### config.mk
export PLATFORM = sky130hd
export DESIGN_NAME = booth_seq_mult
export DESIGN_NICKNAME = d
export VERILOG_FILES = /design/src/rtl/booth_pkg.sv /design/src/rtl/booth_ctrl.sv /design/src/rtl/booth_recode.sv /design/src/rtl/booth_addsub.sv /design/src/rtl/booth_datapath.sv /design/src/rtl/booth_seq_mult.sv
export SDC_FILE = /design/constraint.sdc
export NUM_CORES = 1
export LEC_CHECK = 0
export BUFFER_PORTS_ARGS = -buffer_cell sky130_fd_sc_hd__buf_2
export CORE_MARGIN = 2
export CORE_UTILIZATION = 60
export DETAILED_ROUTE_END_ITERATION = 12
export PLACE_DENSITY_LB_ADDON = 0.25
export SLEW_MARGIN = 20
export SYNTH_ARGS = -nofsm -noshare
export SYNTH_HDL_FRONTEND = slang
export SYNTH_SLANG_ARGS = --single-unit
### constraint.sdc
create_clock -name clk -period 6 [get_ports clk]
set_input_delay 0.3 -clock clk [delete_from_list [all_inputs] [get_ports clk]]
set_output_delay 0.3 -clock clk [all_outputs]
set_load 0.005 [all_outputs]
### src/rtl/booth_pkg.sv
package booth_pkg;

  // Strobes from the sequencer to the datapath
  typedef struct packed {
    logic load;   // capture operands, clear accumulator and saved bit
    logic step;   // perform one recode/add/shift iteration
  } booth_strobe_t;

  // Accumulator operation chosen by the bit-pair recoder
  typedef enum logic [1:0] {
    OP_HOLD = 2'b00,
    OP_ADD  = 2'b01,
    OP_SUB  = 2'b10
  } booth_op_e;

endpackage

### src/rtl/booth_ctrl.sv
module booth_ctrl
  import booth_pkg::*;
#(
  parameter int WIDTH = 8
) (
  input  logic          clk,
  input  logic          rst_n,
  input  logic          start,
  output booth_strobe_t strb,
  output logic          busy,
  output logic          done
);

  localparam int CW = $clog2(WIDTH) + 1;
  localparam logic [CW-1:0] LAST = CW'(WIDTH - 1);

  typedef enum logic {ST_IDLE, ST_RUN} ctrl_state_e;

  ctrl_state_e stateReg;
  logic [CW-1:0] stepCnt;
  logic doneReg;

  always_comb begin
    strb.load = (stateReg == ST_IDLE) && start;
    strb.step = (stateReg == ST_RUN);
  end

  always_ff @(posedge clk or negedge rst_n) begin
    if (!rst_n) begin
      stateReg <= ST_IDLE;
      stepCnt  <= '0;
      doneReg  <= 1'b0;
    end else begin
      doneReg <= 1'b0;
      unique case (stateReg)
        ST_IDLE: begin
          if (start) begin
            stateReg <= ST_RUN;
            stepCnt  <= '0;
          end
        end
        ST_RUN: begin
          if (stepCnt == LAST) begin
            stateReg <= ST_IDLE;
            doneReg  <= 1'b1;
          end else begin
            stepCnt <= stepCnt + 1'b1;
          end
        end
        default: stateReg <= ST_IDLE;
      endcase
    end
  end

  assign busy = (stateReg == ST_RUN);
  assign done = doneReg;


  done_single_pulse_chk: assert property (@(posedge clk) disable iff (!rst_n)
    done |=> !done);


  busy_done_excl_chk: assert property (@(posedge clk) disable iff (!rst_n)
    !(busy && done));


  done_after_busy_chk: assert property (@(posedge clk) disable iff (!rst_n)
    $rose(done) |-> $past(busy));


  busy_needs_start_chk: assert property (@(posedge clk) disable iff (!rst_n)
    $rose(busy) |-> $past(start));

endmodule

### src/rtl/booth_recode.sv
module booth_recode
  import booth_pkg::*;
(
  input  logic      yCur,
  input  logic      yPrev,
  output booth_op_e op
);

  always_comb begin
    unique case ({yCur, yPrev})
      2'b10:   op = OP_SUB;   // run of ones begins
      2'b01:   op = OP_ADD;   // run of ones ends
      default: op = OP_HOLD;  // inside a run, or inside zeros
    endcase
  end

endmodule

### src/rtl/booth_addsub.sv
module booth_addsub
  import booth_pkg::*;
#(
  parameter int WIDTH = 8
) (
  input  logic [WIDTH-1:0] acc,
  input  logic [WIDTH-1:0] addend,
  input  booth_op_e        op,
  output logic [WIDTH:0]   result
);

  // One guard bit keeps the sign intact when the operand is the most negative value
  logic [WIDTH:0] accExt;
  logic [WIDTH:0] addExt;

  always_comb begin
    accExt = {acc[WIDTH-1], acc};
    addExt = {addend[WIDTH-1], addend};
    unique case (op)
      OP_ADD:  result = accExt + addExt;
      OP_SUB:  result = accExt - addExt;
      default: result = accExt;
    endcase
  end

endmodule

### src/rtl/booth_datapath.sv
module booth_datapath
  import booth_pkg::*;
#(
  parameter int WIDTH = 8
) (
  input  logic               clk,
  input  logic               rst_n,
  input  booth_strobe_t      strb,
  input  logic [WIDTH-1:0]   mcand,
  input  logic [WIDTH-1:0]   mplier,
  output logic [2*WIDTH-1:0] product
);

  logic [WIDTH-1:0] xReg;
  logic [WIDTH-1:0] uReg;
  logic [WIDTH-1:0] vReg;
  logic [WIDTH-1:0] yReg;
  logic             yPrev;
  booth_op_e        stepOp;
  logic [WIDTH:0]   sumWide;

  booth_recode recoder (
    .yCur  (yReg[0]),
    .yPrev (yPrev),
    .op    (stepOp)
  );

  booth_addsub #(.WIDTH(WIDTH)) adder (
    .acc    (uReg),
    .addend (xReg),
    .op     (stepOp),
    .result (sumWide)
  );

  always_ff @(posedge clk or negedge rst_n) begin
    if (!rst_n) begin
      xReg  <= '0;
      uReg  <= '0;
      vReg  <= '0;
      yReg  <= '0;
      yPrev <= 1'b0;
    end else if (strb.load) begin
      xReg  <= mcand;
      uReg  <= '0;
      vReg  <= '0;
      yReg  <= mplier;
      yPrev <= 1'b0;
    end else if (strb.step) begin
      // arithmetic right shift of the guarded sum through U into V
      uReg  <= sumWide[WIDTH:1];
      vReg  <= {sumWide[0], vReg[WIDTH-1:1]};
      yReg  <= {yReg[0], yReg[WIDTH-1:1]};
      yPrev <= yReg[0];
    end
  end

  assign product = {uReg, vReg};


  load_clears_chk: assert property (@(posedge clk) disable iff (!rst_n)
    strb.load |=> (uReg == '0) && !yPrev);


  idle_hold_chk: assert property (@(posedge clk) disable iff (!rst_n)
    (!strb.load && !strb.step) |=> ($stable(uReg) && $stable(vReg)));


  pure_shift_chk: assert property (@(posedge clk) disable iff (!rst_n)
    (strb.step && !strb.load && (yReg[0] == yPrev)) |=>
      (uReg == {$past(uReg[WIDTH-1]), $past(uReg[WIDTH-1:1])}));

endmodule

### src/rtl/booth_seq_mult.sv
module booth_seq_mult
  import booth_pkg::*;
#(
  parameter int WIDTH = 8
) (
  input  logic               clk,
  input  logic               rst_n,
  input  logic               start,
  input  logic [WIDTH-1:0]   mcand,
  input  logic [WIDTH-1:0]   mplier,
  output logic               busy,
  output logic               done,
  output logic [2*WIDTH-1:0] product
);

  booth_strobe_t strb;

  booth_ctrl #(.WIDTH(WIDTH)) sequencer (
    .clk   (clk),
    .rst_n (rst_n),
    .start (start),
    .strb  (strb),
    .busy  (busy),
    .done  (done)
  );

  booth_datapath #(.WIDTH(WIDTH)) datapath (
    .clk     (clk),
    .rst_n   (rst_n),
    .strb    (strb),
    .mcand   (mcand),
    .mplier  (mplier),
    .product (product)
  );

endmodule

# After elaboration in Yosys (flattened, before gate mapping)

Cells that the tools add are included.

Bitwise logic cells: 1
Reduce and logical (&&, ||, !) cells: 5
Multiplexer cells: 18
Add/subtract/negate cells: 3
Equality and inequality tests: 7

Operator list:

| cell                | number |
|---|---|
| $mux 8              | 6 |
| $pmux 9 s2          | 1 |
| $add 8x8->9         | 1 |
| $sub 8x8->9         | 1 |
| $mux 4              | 2 |
| $pmux 4 s2          | 1 |
| $mux 1              | 6 |
| $add 4x1->4 const B | 1 |
| $eq 2x1->1 const B  | 2 |
| $eq 2x2->1 const B  | 2 |
| $eq 4x3->1 const B  | 1 |
| $ne 2x2->1 const B  | 2 |
| $pmux 2 s2          | 1 |
| $reduce_and 2->1    | 2 |
| $reduce_bool 3->1   | 1 |
| $pmux 1 s2          | 1 |
| $reduce_bool 2->1   | 1 |
| $logic_and 1x1->1   | 1 |
| $not 1->1           | 1 |

Input bits: 19
Bits in registers: 39
Logic and storage cells: 43

# Depth between registers and ports, before layout

Gate-level depths: netlist (run 1).

Depth in word-level cells: 6
Mapped depth: 11
Depth with buffers taken out: 11

# Cells and area by module

A second synthesis (run 1) with hierarchy kept.

Cells, all modules: 245
Area total of the unflattened synthesis: 2424.8 sq um

Modules (own cells, without submodules):

| module         | times used | seq. area each (sq um) | cells each | area an instance (sq um) |
|---|---|---|---|---|
| booth_datapath | 1          | 825.8                  | 106        | 1367.6 |
| booth_addsub   | 1          | 0.0                    | 104        | 721.9 |
| booth_ctrl     | 1          | 150.1                  | 33         | 320.3 |
| booth_recode   | 1          | 0.0                    | 2          | 15.0 |

# Least setup slack after synthesis (run 1)

No wires, ideal clock.

Path kind: reg-to-reg
Start point: register datapath.xReg[0]
End point: register datapath.uReg[6]
Cell stages (with the launch flop): 12
Setup time: 0.126 ns
Slack: 3.453 ns
Arrival time: 2.421 ns
Clock period less this slack: 2.547 ns
Path through: dfrtp_1 -> inv_1 -> ha_1 -> nor3b_1 -> nor2_1 -> xnor2_1 -> ha_1 -> a21o_1 -> a21o_1 -> a221oi_2 -> mux2i_1 -> a311o_1

Longest elaborated chain between the ends: 4
Elaborated cells between the ends (all ways): 5
Classes of those cells: 2 x add/sub; 3 x mux

RTL lines:

| item                                              | RTL line                               | source |
|---|---|---|
| from (decl)                                       | booth_datapath.sv:14                   | `logic [WIDTH-1:0] xReg;` |
| from (signal assigned)                            | booth_datapath.sv:43                   | `xReg <= mcand;` |
| $sub 8x8->9 / $add 8x8->9 (equally long branches) | booth_addsub.sv:21, booth_addsub.sv:20 |  |
| $pmux 9 s2 (*)                                    | booth_addsub.sv:19                     | `unique case (op)` |
| $mux 8 (*)                                        | booth_datapath.sv:48                   | `end else if (strb.step) begin` |
| $mux 8 (*)                                        | booth_datapath.sv:42                   | `end else if (strb.load) begin` |
| to (signal assigned)                              | booth_datapath.sv:50                   | `uReg <= sumWide[WIDTH:1];` |
| to (decl)                                         | booth_datapath.sv:15                   | `logic [WIDTH-1:0] uReg;` |

Every way passes the cells marked *; elsewhere a longest branch is shown, timed or not. The select of a mux whose other input is x is not followed.
A chain may end at the register's enable or synchronous reset.

# Worst setup path in the final report (run 1)

Same ends and word-level chain as after synthesis.

==> results by group, run 1 <==
Synth
  • Count of state elements after synthesis: 39
  • Synth cell types: 38
  • Synthesized instance count: 234
  • Mean instance size in the synthesized netlist: 9.62 sq um
  • Main flop type after synthesis: sky130_fd_sc_hd__dfrtp_1
  • Post-synth EDFFs: 0
  • Synthesized net count: 265
  • Synthesized cell area: 2250 sq um
  • Count of synthesis-stage warnings from yosys: 0
  • Sequential-to-total area share from yosys stat: 0.433
  • Proportion of register bits with asynchronous set or reset after synthesis: 1.00

STA
  • Maximum achievable frequency: 362 MHz
  • Final period util: 0.460
  • Setup slack after layout: 3.24 ns
  • Worst slew margin relative to its limit: 0.450
  • RSZ-0062 raised after global routing: no
  • # setup viols final: 0
  • Clock period minus final worst setup slack: 2.76 ns
  • Aggregate negative setup slack: 0 ns
  • Hold Violations, Final: 0
  • Max-slew violation total from the final report: 0
  • Slew at the pin closest to its max-slew limit: 0.825 ns
  • Worst-case clock skew: 0.00766 ns

Place
  • Area of placed instances: 2450 sq um
  • Gpl congestion: 0.774
  • DPL Wire Length: 2.95 mm
  • DP Worst Slack: 3.26 ns
  • Port Buf Inserts: 36

Critical path
  • Cell-by-cell listing of the critical path: inv_1, ha_1, nor3b_1, nor2_1, xnor2_1, ha_1, a21o_1, a21o_1, a221oi_2, mux2i_1, a311o_1
  • Launching element type of the critical path: flop
  • CP endpoint kind: flop
  • Slowest stage cell, crit path: sky130_fd_sc_hd__dfrtp_1
  • CP max FO: 6
  • Largest stage delay on the critical path: 0.41 ns
  • Critical Path AT: 2.94 ns
  • Worst EP required: 6.18 ns
  • Type of the setup path with the least slack: reg -> reg
  • Setup slack on the worst flop-to-flop path: 3.24 ns

Die
  • Effective utilization at floorplan: 0.620
  • IO Count: 37
  • Horizontal extent of the die: 65.3 microns
  • Area enclosed by the die boundary: 4260 sq um
  • Area of the core region: 3630 sq um
  • Vert. Die Dim: 65.3 microns
  • Cell row count: 22

Layout
  • N_diodes: 0
  • Most common cell after layout, fill and taps aside: sky130_fd_sc_hd__dfrtp_1
  • Most frequent cells in the layout: 39 x sky130_fd_sc_hd__dfrtp_1, 36 x sky130_fd_sc_hd__buf_2, 29 x sky130_fd_sc_hd__nand2_1
  • Fill count: 306
  • Synthesis-to-finish area growth: 14.2%
  • Final core occ: 0.708
  • Post-route cell area: 2570 sq um
  • Layout Nets: 297
  • Share of layout cells above drive strength 1: 0.210

Route
  • Vias per cell: 5.60
  • Number of design rule violations left after detail routing: 0
  • Pre-antenna DRT Iters: 4
  • Detailed-route wire length: 4.19 mm
  • Number of nets still failing antenna checks after routing: 0
  • Number of vias in the routed layout: 1764
  • Post-DR wirelength/cell: 13.3 microns
  • Starting DRC count in detailed routing: 88

Global routing
  • Congestion Overflow GR: 0
  • Vias in the first global route: 1670
  • Largest net degree at the start of global routing: 59
  • First-pass GRT wire length: 7.42 mm
  • Initial antenna violation count: 0
  • Total global routing track utilization: 0.225

Clock network
  • Clock sink total: 39
  • CTS Buf Count: 5
  • Post-CTS repair timing setup buffer count: 0
  • Clock slew at reported path FFs: 0.08 ns
  • Root Driver: sky130_fd_sc_hd__clkbuf_8
  • H-tree level count: 2
  • # resized after CTS: 0
  • Buffer depth of the longest clock path: 2
  • CTS tree: yes
  • Hold_buf cts: 0
  • Worst-Skew Late Latency: 0.30 ns

Run status
  • Status: finished, final reports clean

Flow run
  • Number of max-cap violations: 0

Hold path
  • Worst min-delay path category: in -> async
[state kept, by name, summed over array words and instances, names as in the netlist]
name               count
datapath.vReg          8
sequencer.done         1
sequencer.stepCnt      4
datapath.yPrev         1
datapath.yReg          8
datapath.uReg          8
datapath.xReg          8
sequencer.busy         1
[path summary, 6_finish.rpt]
path / from / endpoint / cells past startpoint
max in group asynchronous: rst_n / datapath.uReg[7] / 1
min reg2reg: datapath.yReg[6] / datapath.yReg[5] / 2
min: rst_n / datapath.vReg[4] / 1
max: datapath.xReg[0] / datapath.uReg[6] / 11
max reg2reg: datapath.xReg[0] / datapath.uReg[6] / 11
min in group clk: mcand[4] / datapath.xReg[4] / 3
[final cells by class]
cell class / count / area, sq um / area share
Multi-Input combinational cell: 173 / 1190 / 0.464
Tap cell: 48 / 60.1 / 0.0234
Sequential cell: 39 / 976 / 0.380
Inverter: 10 / 37.5 / 0.0146
Clock buffer: 5 / 68.8 / 0.0268
Timing Repair Buffer: 37 / 188 / 0.0730
Clock inverter: 3 / 47.5 / 0.0185
[synth_stat cells, types with 2 or more instances]
cell | number | area (sq um)
sky130_fd_sc_hd__nor3_1 | 5 | 25.0
sky130_fd_sc_hd__o21ai_0 | 25 | 125
sky130_fd_sc_hd__nand2b_1 | 11 | 68.8
sky130_fd_sc_hd__inv_1 | 10 | 37.5
sky130_fd_sc_hd__mux2i_1 | 11 | 110
sky130_fd_sc_hd__a31oi_1 | 3 | 18.8
sky130_fd_sc_hd__xor2_1 | 4 | 35.0
sky130_fd_sc_hd__dfrtp_1 | 39 | 976
sky130_fd_sc_hd__o311a_1 | 2 | 20.0
sky130_fd_sc_hd__ha_1 | 11 | 138
sky130_fd_sc_hd__mux2_2 | 7 | 78.8
sky130_fd_sc_hd__nand3_1 | 2 | 10.0
sky130_fd_sc_hd__a21oi_1 | 7 | 35.0
sky130_fd_sc_hd__o21a_1 | 4 | 30.0
sky130_fd_sc_hd__nor3b_1 | 3 | 22.5
sky130_fd_sc_hd__a22o_1 | 2 | 17.5
sky130_fd_sc_hd__nand3b_1 | 2 | 15.0
sky130_fd_sc_hd__clkbuf_1 | 12 | 45.0
sky130_fd_sc_hd__nand2_1 | 29 | 109
sky130_fd_sc_hd__or3_1 | 2 | 12.5
sky130_fd_sc_hd__nor2_1 | 16 | 60.1
sky130_fd_sc_hd__o31ai_1 | 3 | 22.5
sky130_fd_sc_hd__a21o_1 | 3 | 22.5
sky130_fd_sc_hd__xnor2_1 | 7 | 61.3
[metal layers]
metal | up-vias | routed length (microns) | global-route usage
met5 | - | 0 | 0
met1 | 830 | 1970 | 0.306
met2 | 47 | 1890 | 0.355
met3 | 8 | 257 | 0.0582
met4 | 0 | 68 | 0.0729
li1 | 879 | - | -
[critical path, delay by kind of cell, from the launching register on]
kind                     cells  cell delay, ns
XOR/XNOR                     1            0.19
AO/OA/AOI/OAI                4            0.96
multiplexers                 1            0.11
adder cells (fa/ha/maj)      2            0.48
AND/OR/NAND/NOR              2            0.43
flip-flops                   1            0.41
buffers and inverters        1            0.09
[per-stage QoR]
stage	hold WS (ns)	instances
2_1_floorplan	0.00441	234
3_3_place_gp	0.459	307
3_5_place_dp	0.450	307
4_1_cts	0.123	315
5_1_grt	0.161	315
6_report	0.0891	315
[cell families after synthesis]
logic type / share of synthesized area
muxes: 0.0839
adders and majority gates: 0.0700
and+or+nand+nor: 0.165
xor gates and xnor gates: 0.0428
DFF: 0.433
buffers and inverters: 0.0367
AOI/OAI and AO/OA: 0.168
Power of run 1 is left out: the tool's default activity adds up to more than one toggle a clock period on the data nets, which glitch-free logic cannot reach.
==> run 2, diff against run 1 <==
- CORE_UTILIZATION: 60 -> 51
- clock period: 6 -> 2.31 ns (I/O delays scaled with it)
==> run 2 against run 1 <==
The run now ends with negative setup slack left; critical path depth unchanged; largest cell class unchanged; global-route usage decreased by 2.0 points; wire length increased by 14%; register-to-register slack lost 3.4 ns.
==> results by group, run 2 (synthesis gave the netlist of run 1 again) <==
Run status
  • Status: complete, but fails checks
  • Violated checks: negative setup slack

Critical path
  • Setup slack on the worst flop-to-flop path: -0.17 ns (-3.41 ns)
  • Bufs and invs on worst path: 1 (unchanged)
  • Depth of the most critical reg-to-reg path: 11 (unchanged)
  • Largest stage delay on the critical path: 0.40 ns (about the same)
  • Largest delay contributor family on the critical path: compound AO/OA/AOI/OAI gates
  • Number of logic stages on the critical path including buffering: 11 (unchanged)
  • FF-to-FF Start: datapath.xReg[0]
  • Critical Path AT: 2.65 ns (-0.29 ns)
  • Slowest stage cell, crit path: sky130_fd_sc_hd__dfrtp_1
  • CP endpoint kind: flop
  • Reg2Reg Capture Point: datapath.uReg[6]
  • Cell-by-cell listing of the critical path: inv_2, ha_4, nor3b_4, nor2_1, xnor2_1, ha_1, a21o_1, a21o_1, a221oi_4, mux2i_1, a311o_1
  • Launching element type of the critical path: flop
  • Most common cell type on the critical path: sky130_fd_sc_hd__a21o_1
  • CP max FO: 4 (-2)
  • Type of the setup path with the least slack: reg -> reg
  • Worst EP required: 2.48 ns (-3.70 ns)

Clock network
  • Clock slew at reported path FFs: 0.08 ns (about the same)
  • Root Driver: sky130_fd_sc_hd__clkbuf_8
  • H-tree level count: 2 (unchanged)
  • Worst-Skew Late Latency: 0.29 ns (about the same)
  • Clock sink total: 39 (unchanged)
  • CTS tree: yes
  • CTS Buf Count: 5 (unchanged)
  • Buffer depth of the longest clock path: 2 (unchanged)

STA
  • Setup slack after layout: -0.168 ns (-3.41 ns)
  • Max-slew violation total from the final report: 0 (unchanged)
  • Maximum achievable frequency: 404 MHz (+11%)
  • Final period util: 1.07 (+0.613)
  • Hold Violations, Final: 0 (unchanged)
  • Worst slew margin relative to its limit: 0.415 (-0.0346)
  • # setup viols final: 3 (+3)
  • RSZ-0062 raised after global routing: yes
  • Worst-case clock skew: 0.00915 ns (+0.00149 ns)
  • Clock period minus final worst setup slack: 2.48 ns (-0.281 ns)
  • Slew at the pin closest to its max-slew limit: 0.877 ns (+0.0519 ns)
  • Final-layout worst hold slack: 0.0391 ns (-0.0500 ns)

Global routing
  • Largest net degree at the start of global routing: 44 (-25%)
  • Vias in the first global route: 1775 (+6.3%)
  • Initial antenna violation count: 0 (unchanged)
  • Total global routing track utilization: 0.205 (-0.0199)
  • Congestion Overflow GR: 0 (unchanged)
  • First-pass GRT wire length: 8.06 mm (+8.6%)

Layout
  • Share of layout cells above drive strength 1: 0.307 (+0.0972)
  • Synthesis-to-finish area growth: 25.1%
  • Most frequent cells in the layout: 39 x sky130_fd_sc_hd__dfrtp_1, 36 x sky130_fd_sc_hd__buf_2, 29 x sky130_fd_sc_hd__nand2_1
  • Most common cell after layout, fill and taps aside: sky130_fd_sc_hd__dfrtp_1
  • N_diodes: 0 (unchanged)
  • Layout Nets: 321 (+8.1%)

Route
  • Pre-antenna DRT Iters: 4 (unchanged)
  • Post-DR wirelength/cell: 13.9 microns (+4.7%)
  • Number of nets still failing antenna checks after routing: 0 (unchanged)
  • Vias per cell: 5.38 (-3.9%)
  • Detailed-route wire length: 4.76 mm (+14%)
  • Starting DRC count in detailed routing: 101 (+15%)
  • Number of vias in the routed layout: 1841 (+4.4%)
  • Number of design rule violations left after detail routing: 0 (unchanged)

Hold path
  • Min-Delay Endpoint: datapath.xReg[4]
  • Origin of the worst min-delay path: mcand[4]
  • Hold-critical path depth: 3
  • Worst min-delay path category: in -> reg

Place
  • DPL Wire Length: 3.41 mm (+15%)
  • Gpl congestion: 0.825 (+6.6%)
  • Port Buf Inserts: 36 (unchanged)

Flow run
  • Number of max-cap violations: 0 (unchanged)

Die
  • Horizontal extent of the die: 70.5 microns (+7.9%)
  • Vert. Die Dim: 70.5 microns (+7.9%)
  • Area enclosed by the die boundary: 4960 sq um (+17%)
  • IO Count: 37 (unchanged)
  • Cell row count: 24 (+9.1%)
  • Area of the core region: 4290 sq um (+18%)
  • Effective utilization at floorplan: 0.524 (-0.0954)
[run 2: cell count changes in the layout (fill, tap and decap cells not counted), moves of 2 or more]
| cell | previous run | this run |
|---|---|---|
| sky130_fd_sc_hd__ha_1 | 11 | 9 |
| sky130_fd_sc_hd__buf_4 | 1 | 24 |
| sky130_fd_sc_hd__ha_4 | 0 | 2 |
| sky130_fd_sc_hd__inv_2 | 0 | 2 |
| sky130_fd_sc_hd__inv_1 | 10 | 8 |
[run 2: worst reg2reg max path: cells and delay by family (launching register included)]
| kind | cells | cell delay (ns) |
|---|---|---|
| AO/OA/AOI/OAI | 4 | 0.90 |
| flip-flops | 1 | 0.40 |
| multiplexers | 1 | 0.11 |
| AND/OR/NAND/NOR | 2 | 0.28 |
| XOR/XNOR | 1 | 0.13 |
| adder cells (fa/ha/maj) | 2 | 0.46 |
| buffers and inverters | 1 | 0.08 |
[run 2: worst max path at each step]
stage	from	to
floorplan	datapath.xReg[1]	datapath.uReg[6]
global placement	datapath.xReg[1]	datapath.uReg[6]
detailed placement	datapath.xReg[1]	datapath.uReg[6]
CTS	datapath.xReg[0]	datapath.uReg[6]
global route	datapath.xReg[1]	datapath.uReg[7]
finish	datapath.xReg[0]	datapath.uReg[6]
[run 2: routing by layer]
metal | up-vias | track usage | wire length, microns
met5 | - | 0 | 0
met4 | 0 | 0.0769 | 80
met3 | 9 | 0.0390 | 117
met2 | 24 | 0.334 | 2340
met1 | 883 | 0.272 | 2220
li1 | 925 | - | -
[run 2: metrics by stage]
| stage | worst slack [ns] | setup TNS [ns] | cells | utilization | cell area, sq um |
|---|---|---|---|---|---|
| 6_report | -0.168 | -0.350 | 342 | 0.656 | 2820 |
| 2_1_floorplan | -0.102 | -0.163 | 234 | - | 2310 |
| 5_1_grt | -0.295 | -0.906 | 342 | 0.656 | 2820 |
| 3_5_place_dp | -0.157 | -0.416 | 331 | 0.619 | 2660 |
| 3_3_place_gp | -0.0817 | -0.184 | 331 | 0.619 | 2660 |
| 4_1_cts | -0.155 | -0.337 | 339 | 0.645 | 2770 |
[run 2: layout make-up]
class | count | area (sq um)
fillers | 352 | 1480
multi-input cells | 173 | 1290
flip-flops and latches | 39 | 976
repair buffers | 61 | 370
clock buffers | 5 | 68.8
well taps | 52 | 65.1
inverters | 10 | 37.5
clock inverters | 2 | 13.8
[run 2: repair_timing]
action / CTS / global route
hold buffers: 1 / 0
pin swaps: 1 / 3
setup buffers: 0 / 3
endpoints found under the hold margin: 39 / 0
setup endpoints to repair: 5 / 7
gates resized for setup: 2 / 6
Power of run 2 is left out for the same reason.
==> run 3, diff against run 2 <==
- CORE_UTILIZATION: 51 -> 35
==> run 3 against run 2 <==
The flow still finishes with violations (negative setup slack); die area rose by 43%; fmax rose by 1.4%; count of clock-buffer cells in the layout rose by 3; via count fell by 0.60%; global-route usage fell by 6.2 points; non-clock buffer count fell by 2; register-to-register slack improved by 0.03 ns; highest routed layer unchanged.
==> results by group, run 3 (synthesis gave the netlist of run 1 again) <==
Clock network
  • Root Driver: sky130_fd_sc_hd__clkbuf_8
  • CTS tree: yes
  • Buffer depth of the longest clock path: 2 (unchanged)
  • H-tree level count: 2 (unchanged)
  • Clock slew at reported path FFs: 0.08 ns (about the same)
  • Worst-Skew Late Latency: 0.29 ns (about the same)
  • Clock sink total: 39 (unchanged)
  • CTS Buf Count: 5 (unchanged)

STA
  • Final period util: 1.06 (-0.0144)
  • Maximum achievable frequency: 409 MHz (+1.4%)
  • Max-slew violation total from the final report: 0 (unchanged)
  • Hold Violations, Final: 0 (unchanged)
  • Slew at the pin closest to its max-slew limit: 0.903 ns (+0.0260 ns)
  • # setup viols final: 3 (unchanged)
  • Clock period minus final worst setup slack: 2.44 ns (-0.0333 ns)
  • Worst-case clock skew: 0.00564 ns (-0.00351 ns)
  • Setup slack after layout: -0.135 ns (+0.0333 ns)
  • Worst slew margin relative to its limit: 0.398 (-0.0173)
  • RSZ-0062 raised after global routing: yes
  • Final-layout worst hold slack: 0.0374 ns (-0.00166 ns)

Critical path
  • CP endpoint kind: flop
  • Critical Path AT: 2.66 ns (about the same)
  • Type of the setup path with the least slack: reg -> reg
  • Worst EP required: 2.53 ns (+0.05 ns)
  • Launching element type of the critical path: flop
  • Depth of the most critical reg-to-reg path: 11 (unchanged)
  • CP max FO: 3 (-1)

Die
  • Horizontal extent of the die: 84.2 microns (+20%)
  • Area enclosed by the die boundary: 7090 sq um (+43%)
  • Cell row count: 29 (+21%)
  • Area of the core region: 6280 sq um (+46%)
  • Vert. Die Dim: 84.2 microns (+20%)
  • IO Count: 37 (unchanged)
  • Effective utilization at floorplan: 0.359 (-0.166)

Run status
  • Status: complete, but fails checks
  • Violated checks: negative setup slack

Layout
  • Final core occ: 0.454 (-0.203)
  • Share of layout cells above drive strength 1: 0.308 (+0.00106)
  • Layout Nets: 319 (-0.62%)
  • Most common cell after layout, fill and taps aside: sky130_fd_sc_hd__dfrtp_1
  • Most frequent cells in the layout: 38 x sky130_fd_sc_hd__dfrtp_1, 36 x sky130_fd_sc_hd__buf_2, 29 x sky130_fd_sc_hd__nand2_1
  • N_diodes: 0 (unchanged)
  • Fill count: 625 (+78%)
  • Synthesis-to-finish area growth: 26.4%

Route
  • Number of design rule violations left after detail routing: 0 (unchanged)
  • Pre-antenna DRT Iters: 4 (unchanged)
  • Detailed-route wire length: 5.05 mm (+6.2%)
  • Post-DR wirelength/cell: 13.8 microns (-0.81%)
  • Number of nets still failing antenna checks after routing: 0 (unchanged)
  • Starting DRC count in detailed routing: 54 (-47%)
  • Vias per cell: 5.00 (-7.1%)
  • Number of vias in the routed layout: 1830 (-0.60%)

Place
  • Gpl congestion: 0.783 (-5.1%)
  • Port Buf Inserts: 36 (unchanged)
  • DPL Wire Length: 3.47 mm (+1.8%)

Hold path
  • Worst min-delay path category: in -> reg
  • Hold-critical path depth: 3 (unchanged)

Flow run
  • Number of max-cap violations: 0 (unchanged)

Global routing
  • Total global routing track utilization: 0.143 (-0.0621)
  • First-pass GRT wire length: 8.31 mm (+3.2%)
  • Congestion Overflow GR: 0 (unchanged)
  • Vias in the first global route: 1785 (+0.56%)
  • Largest net degree at the start of global routing: 44 (unchanged)
  • Initial antenna violation count: 0 (unchanged)
-- run 3: cell types whose count changed in the layout (fill, tap and decap cells not counted), moves of 2 or more --
cell,change
sky130_fd_sc_hd__buf_4,-3
sky130_fd_sc_hd__a21oi_1,-2
sky130_fd_sc_hd__a21oi_2,+2
sky130_fd_sc_hd__clkbuf_8,+2
sky130_fd_sc_hd__o21ai_0,-2
-- run 3: per-layer routing --
metal / routed length [microns] / GRT usage / vias up / part of all wire
li1: - / - / 923 / -
met2: 2410 / 0.227 / 24 / 0.48
met4: 69 / 0.0440 / 0 / 0.014
met1: 2410 / 0.196 / 877 / 0.48
met3: 166 / 0.0334 / 6 / 0.033
met5: 0 / 0 / - / 0
-- run 3: layout make-up --
cell class,count,area [sq um],area share
Multi-Input combinational cell,173,1280,0.449
Sequential cell,39,977,0.343
Inverter,10,37.5,0.0132
Timing Repair Buffer,59,359,0.126
Tap cell,77,96.3,0.0338
Clock buffer,8,100,0.0351
-- run 3: worst max-delay path, stage by stage (launching register included) --
cell and delay [ns]:
sky130_fd_sc_hd__dfrtp_1 0.40, sky130_fd_sc_hd__buf_6 0.13, sky130_fd_sc_hd__buf_4 0.14, sky130_fd_sc_hd__nor3_1 0.13
sky130_fd_sc_hd__nor2_1 0.07, sky130_fd_sc_hd__xnor2_1 0.13, sky130_fd_sc_hd__ha_1 0.33, sky130_fd_sc_hd__o211a_1 0.25
sky130_fd_sc_hd__o31a_4 0.13, sky130_fd_sc_hd__o41ai_4 0.21, sky130_fd_sc_hd__mux2i_1 0.24, sky130_fd_sc_hd__mux2i_1 0.20
-- run 3: repair_timing --
item | CTS | global route
resized for setup | 6 | 6
hold buffers | 1 | 0
endpoints found under the hold margin | 39 | 0
pin swaps | 10 | 3
buffers inserted | 3 | 0
setup endpoints to repair | 4 | 6
-- run 3: worst paths after layout --
kind / start / end / slack, ns
worst max-delay path: datapath.xReg[0] / datapath.uReg[7] / -0.13
worst max register to register: datapath.xReg[0] / datapath.uReg[7] / -0.13
min in group asynchronous: rst_n / datapath.xReg[3] / 0.47
worst min register to register: datapath.yReg[3] / datapath.yReg[2] / 0.49
worst min-delay path: mcand[4] / datapath.xReg[4] / 0.04
max in group asynchronous: rst_n / datapath.xReg[2] / 1.23
-- run 3: metrics by stage --
step / cells / setup TNS [ns] / instance area (sq um) / setup WS (ns)
detailed placement: 354 / -0.372 / 2670 / -0.133
global placement: 354 / -0.275 / 2670 / -0.102
floorplan: 234 / -0.163 / 2310 / -0.102
global route: 366 / -0.873 / 2850 / -0.297
finish: 366 / -0.318 / 2850 / -0.135
CTS: 366 / -0.405 / 2840 / -0.163
Power of run 3 is left out for the same reason.
